`src/rtl/alu_pkg.sv`:
```
package alu_pkg;
  localparam int unsigned DATA_W  = 32;
  localparam int unsigned FUNCT_W = 6;
  localparam int unsigned CLASS_W = 2;
  localparam int unsigned OP_W    = 4;

  typedef enum logic [OP_W-1:0] {
    OP_AND = 4'b0000,
    OP_OR  = 4'b0001,
    OP_ADD = 4'b0010,
    OP_SUB = 4'b0110,
    OP_SLT = 4'b0111,
    OP_NOR = 4'b1100
  } alu_op_e;

  localparam logic [CLASS_W-1:0] CLS_MEM = 2'b00;
  localparam logic [CLASS_W-1:0] CLS_BR  = 2'b01;
  localparam logic [CLASS_W-1:0] CLS_REG = 2'b10;
endpackage

```
`src/rtl/alu_ctrl.sv`:
```
module alu_ctrl
  import alu_pkg::*;
(
  input  logic [CLASS_W-1:0] alu_class_i,
  input  logic [FUNCT_W-1:0] funct_i,
  output logic [OP_W-1:0]    op_o
);
  logic a1, a0;
  logic unused_funct_hi;

  assign a1 = alu_class_i[1];
  assign a0 = alu_class_i[0];
  // upper funct bits are don't-cares after minimization
  assign unused_funct_hi = ^funct_i[5:4];

  always_comb begin
    op_o    = '0;
    op_o[2] = a0 | (a1 & funct_i[1]);
    op_o[1] = ~a1 | ~funct_i[2];
    op_o[0] = a1 & (funct_i[3] | funct_i[0]);
  end
endmodule

```
`src/rtl/alu_core.sv`:
```
module alu_core
  import alu_pkg::*;
#(
  parameter int unsigned W = DATA_W
) (
  input  logic [W-1:0]    a_i,
  input  logic [W-1:0]    b_i,
  input  logic [OP_W-1:0] op_i,
  output logic [W-1:0]    res_o
);
  logic [W-1:0] sum, diff;
  logic         lt_s;

  assign sum  = a_i + b_i;
  assign diff = a_i - b_i;
  assign lt_s = $signed(a_i) < $signed(b_i);

  always_comb begin
    unique case (op_i)
      OP_AND:  res_o = a_i & b_i;
      OP_OR:   res_o = a_i | b_i;
      OP_ADD:  res_o = sum;
      OP_SUB:  res_o = diff;
      OP_SLT:  res_o = {{(W-1){1'b0}}, lt_s};
      OP_NOR:  res_o = ~(a_i | b_i);
      default: res_o = '0;
    endcase
  end
endmodule

```
`src/rtl/alu_zero.sv`:
```
module alu_zero #(
  parameter int unsigned W = 32
) (
  input  logic [W-1:0] res_i,
  output logic         zero_o
);
  assign zero_o = ~|res_i;
endmodule

```
`src/rtl/alu_unit.sv`:
```
module alu_unit
  import alu_pkg::*;
(
  input  logic [CLASS_W-1:0] alu_class_i,
  input  logic [FUNCT_W-1:0] funct_i,
  input  logic [DATA_W-1:0]  op_a_i,
  input  logic [DATA_W-1:0]  op_b_i,
  output logic [OP_W-1:0]    op_o,
  output logic [DATA_W-1:0]  result_o,
  output logic               zero_o
);
  logic [OP_W-1:0] op;

  alu_ctrl u_ctrl (
    .alu_class_i(alu_class_i),
    .funct_i    (funct_i),
    .op_o       (op)
  );

  alu_core #(.W(DATA_W)) u_core (
    .a_i  (op_a_i),
    .b_i  (op_b_i),
    .op_i (op),
    .res_o(result_o)
  );

  alu_zero #(.W(DATA_W)) u_zero (
    .res_i (result_o),
    .zero_o(zero_o)
  );

  assign op_o = op;

  always_comb begin
    if (alu_class_i == CLS_MEM) AST_MEM_ADD: assert (op == OP_ADD);
    if (alu_class_i == CLS_BR)  AST_BRANCH_SUB: assert (op == OP_SUB);
    AST_CTRL_C3_LOW: assert (op[3] == 1'b0);
    if (op == OP_SLT) AST_SLT_FORM: assert (result_o[DATA_W-1:1] == '0);
    if (op == OP_SUB && op_a_i == op_b_i) AST_EQ_ZERO: assert (zero_o);
  end
endmodule

```
`config.mk`:
```
export PLATFORM = sky130hd
export DESIGN_NAME = alu_unit
export DESIGN_NICKNAME = d
export VERILOG_FILES = /design/src/rtl/alu_pkg.sv /design/src/rtl/alu_ctrl.sv /design/src/rtl/alu_core.sv /design/src/rtl/alu_zero.sv /design/src/rtl/alu_unit.sv
export SDC_FILE = /design/constraint.sdc
export NUM_CORES = 1
export LEC_CHECK = 0
export ABC_AREA = 1
export BUFFER_PORTS_ARGS = -buffer_cell sky130_fd_sc_hd__buf_2
export CORE_MARGIN = 2
export CORE_UTILIZATION = 55
export DETAILED_ROUTE_END_ITERATION = 16
export GPL_TIMING_DRIVEN = 1
export PLACE_DENSITY = 0.9
export SLEW_MARGIN = 20
export SYNTH_ARGS = -nofsm -noshare
export SYNTH_HDL_FRONTEND = slang
export SYNTH_SLANG_ARGS = --single-unit
```
`constraint.sdc`:
```
create_clock -name vclk -period 2
set_input_delay 0.2 -clock vclk [all_inputs]
set_output_delay 0.2 -clock vclk [all_outputs]
set_load 0.005 [all_outputs]
```
==> results of run 1 <==
[synthesized netlist by cell type]
master	n	area share (%)
nand3_1	117	8.8
nor2_1	154	8.6
a31oi_1	1	0.094
nand4_1	23	2.2
nor3_2	1	0.15
nand2_2	2	0.19
nor2_2	10	0.94
nand3b_1	9	1.0
o21ai_0	21	1.6
nand3_2	1	0.15
o21bai_1	8	0.90
or2_2	3	0.28
and2_1	2	0.19
nor4_1	2	0.19
o22ai_1	25	2.3
clkbuf_1	2	0.11
buf_2	25	1.9
nor3_1	12	0.90
o21ai_1	1	0.075
buf_1	1	0.056
buf_4	4	0.45
conb_1	1	0.056
inv_1	340	19
buf_6	4	0.67
nand2_1	475	27
a221oi_1	1	0.13
a21oi_1	46	3.4
ha_1	98	18
fa_1	2	0.60
[routing by layer]
layer  GRT overflow  GRT usage [%]
met5              1           49.4
met4            123           95.6
met3             16           77.4
met2            181            102
met1              8           81.8
[per-stage QoR]
| step | hold WS [ns] | std cells | util (%) |
|---|---|---|---|
| after floorplan | 0.487 | 1391 | - |
| after detailed placement | 0.748 | 1903 | 78.9 |
| after CTS | 0.762 | 1934 | 92.8 |
| after global placement | 0.738 | 1903 | 78.9 |
[cell families after synthesis]
group,count (synthesis),share of synthesized area (%)
AOI/OAI and AO/OA,103,8.55
adders and majority gates,100,18.9
buffers and inverters,376,22.2
other,1,0.0561
and+or+nand+nor,811,50.2
[timing repair]
action / CTS
endpoints found under the setup margin: 31
setup buffers: 40
gates resized for setup: 393
pin swaps: 112
==> results.cfg, run 1 <==
[floorplanning]
start_util_pct = 55.9
die_x_um = 114
die_h_um = 114
rows = 40
io_pins = 109

[global_route]
grt_max_degree = 21
track_usage_pct = 87.6
grt_pass1_vias = 15400
grt-ovfl-total = 329
grt_first_pass_wirelength_um = 89500

[run_status]
error = [ERROR GRT-0116] Global routing finished with congestion. Check the congestion regions in the DRC Viewer.
haltStage = 5_1_grt
status = stopped before the end

[place]
dp_hpwl_um = 24300
port_buffers = 106
placed_area_um2 = 9440
dp_slack_ns = -0.969
place.gp.congestion = 1.14

[synth]
synth.cell_area_um2 = 6690
syn_inst = 1391
synth.distinct_cells = 29
avgSynthCellArea_um2 = 4.81
ys_seq_area_share_pct = 0
synth_warnings = 0
syn-num-nets = 1563

[clock_network]
holdBufCountCts = 0
==> run 2: changes to the inputs <==
CORE_UTILIZATION = 40   (was 55)
PLACE_DENSITY = not set   (was 0.9)
PLACE_DENSITY_LB_ADDON = 0.15   (was not set)
clock period = 2.6 ns   (was 2 ns; I/O delays follow)
==> run 2 against run 1 <==
  * The flow now finishes, with violations (negative setup slack)
  * Synthesized cell count did not move
  * Area after synthesis did not move
==> results.cfg, run 2 <==
[run_status]
status = finished with violations
failed_checks = negative setup slack

[timing]
hold_violations = 0
slew_headroom_pct = 27.3
maxSlewViolCount = 0
setup_violations = 4
setup_ws_ns = -0.232
fin_crit_sh_pct = 109
tightest_slew_ns = 1.08
fmax_ghz = 0.353
timing.setup.tns_ns = -0.365
hold_slack_ns = 0.852
period_minus_slack_ns = 2.83
rsz0062_at_grt = yes

[route]
totalWireLength_um = 32300
drc = 0
wire_per_inst_um = 15.9
num_vias = 10500
dr.pass1.iters = 5
postRouteAntennaNets = 0
drtIter0Drc = 903
viasPerCell = 5.15

[floorplanning]
rows = 47
core_um2 = 16500
die_h_um = 133
die_area_um2 = 17800
start_util_pct = 40.6
io_pins = 109
die_x_um = 133

[critical_path]
cp.required_ns = 2.34
criticalPathCategory = input pin to primary output
crit_path_start = op_b_i[6]
path_max_fanout = 7
cp.arrival_ns = 2.57
endpoint_kind = primary output
start_kind = input pin

[synth]
synthTopCellsByArea = nand2_1, inv_1, ha_1
synth_most_common_cell = nand2_1
synth_top_cell_by_area = nand2_1
synth_warnings = 0
synth.cell_area_um2 = 6690
avgSynthCellArea_um2 = 4.81
syn-num-nets = 1563
syn_inst = 1391
yosys-top-cells-count = nand2_1, inv_1, nor2_1
ys_seq_area_share_pct = 0
synth.distinct_cells = 29
yosysTopAreaCellShare_pct = 26.7

[pwr]
leakage_nw = 7.01
clockPowerShare_pct = 0
p_comb_share_pct = 100.0
power_density_nw_per_um2 = 244
p_sw_mw = 1.63
vdd.ir_drop.worst_mv = 0.116
cellInternalPower_mw = 1.36
swShare_pct = 54.5
pwr-share-seq_pct = 0

[cells_and_area]
nFillCells = 1366
n_antenna_cell = 0
seqCellArea_um2 = 0
final_cell_mix = nand2_1, buf_4, inv_1
seq_cells = 0
fin_nets = 1990
drive_above_1_share_pct = 50.4
syn_to_final_growth_pct = 83.6
n_clock_buffer = 0
final_area_um2 = 12300
final_common_cell = nand2_1

[global_route]
antenna_found_initial = 0
grt_pass1_vias = 9137
grt_first_pass_wirelength_um = 44300
track_usage_pct = 30.8
grt_max_degree = 22
grt-ovfl-total = 0

[place]
dp_slack_ns = -0.582
place.gp.congestion = 0.988
dp_hpwl_um = 24000
placed_area_um2 = 9560
port_buffers = 106

[clock_network]
holdBufCountCts = 0

[min_path]
hold_path_end = op_o[0]
hold_class = input pin to primary output
min_from = alu_class_i[1]
hold_depth = 4

[run]
maxCapViolCount = 0
[run 2: worst max-delay path, cell delays in order]
cell     delay, ns
buf_2         0.10
inv_2         0.05
ha_4          0.37
inv_2         0.07
nand2_2       0.08
nand2_2       0.08
inv_1         0.08
nand2_2       0.08
inv_2         0.07
nand2_4       0.09
nor2_2        0.16
nor2_1        0.09
nor2_1        0.17
nand3_1       0.15
nor2_2        0.17
nand3_2       0.11
nor2_4        0.12
nand2_2       0.07
nor2_2        0.09
buf_2         0.12
[run 2: metrics by stage]
stage	utilization [%]	total power, mW	cells
2_1_floorplan	-	1.04	1391
3_3_place_gp	58.0	2.08	1977
3_5_place_dp	58.0	2.09	1977
4_1_cts	61.9	2.27	1997
5_1_grt	74.6	3.20	2036
6_report	74.6	2.99	2036
[run 2: layout make-up]
cell class | count | area [µm²] | area share, %
tap | 220 | 275 | 2.24
multi-input combinational | 1015 | 7200 | 58.7
inverter | 340 | 1290 | 10.5
timing repair buffer | 461 | 3510 | 28.6
[run 2: power groups by stage]
| stage | Clock, mW | Combinational [mW] | Sequential, mW |
|---|---|---|---|
| after detailed placement | 0 | 2.09 | 0 |
| after floorplan | 0 | 1.04 | 0 |
| final | 0 | 2.99 | 0 |
| after global routing | 0 | 3.20 | 0 |
| after CTS | 0 | 2.27 | 0 |
| after global placement | 0 | 2.08 | 0 |
[run 2: worst max path at each step]
stage / endpoint / slack [ns]
2_1_floorplan: zero_o / 0.28
3_3_place_gp: zero_o / -0.58
3_5_place_dp: zero_o / -0.58
4_1_cts: zero_o / -0.20
5_1_grt: zero_o / -0.36
6_report: zero_o / -0.23
[run 2: per-layer routing]
layer  vias up  wire length, µm  GRT usage, %
li1       5040                -             -
met1      4816            12800          41.7
met2       504            15100          51.7
met3       129             2820          3.31
met4         0             1570          8.92
met5         -                0             0
[run 2: repair_timing]
action,CTS,global route
pin swaps,46,191
gates resized for setup,131,497
endpoints found under the setup margin,12,16
buffers inserted,20,40
[run 2: logic make-up (layout without fill, tap and decap cells)]
family | after synthesis | in the layout | synth area share, %
adders and majority gates | 100 | 100 | 18.9
buffers and inverters | 376 | 801 | 22.2
AOI/OAI and AO/OA | 103 | 103 | 8.55
and+or+nand+nor | 811 | 811 | 50.2
other | 1 | 1 | 0.0561
Power figures use the tool's default switching activity.
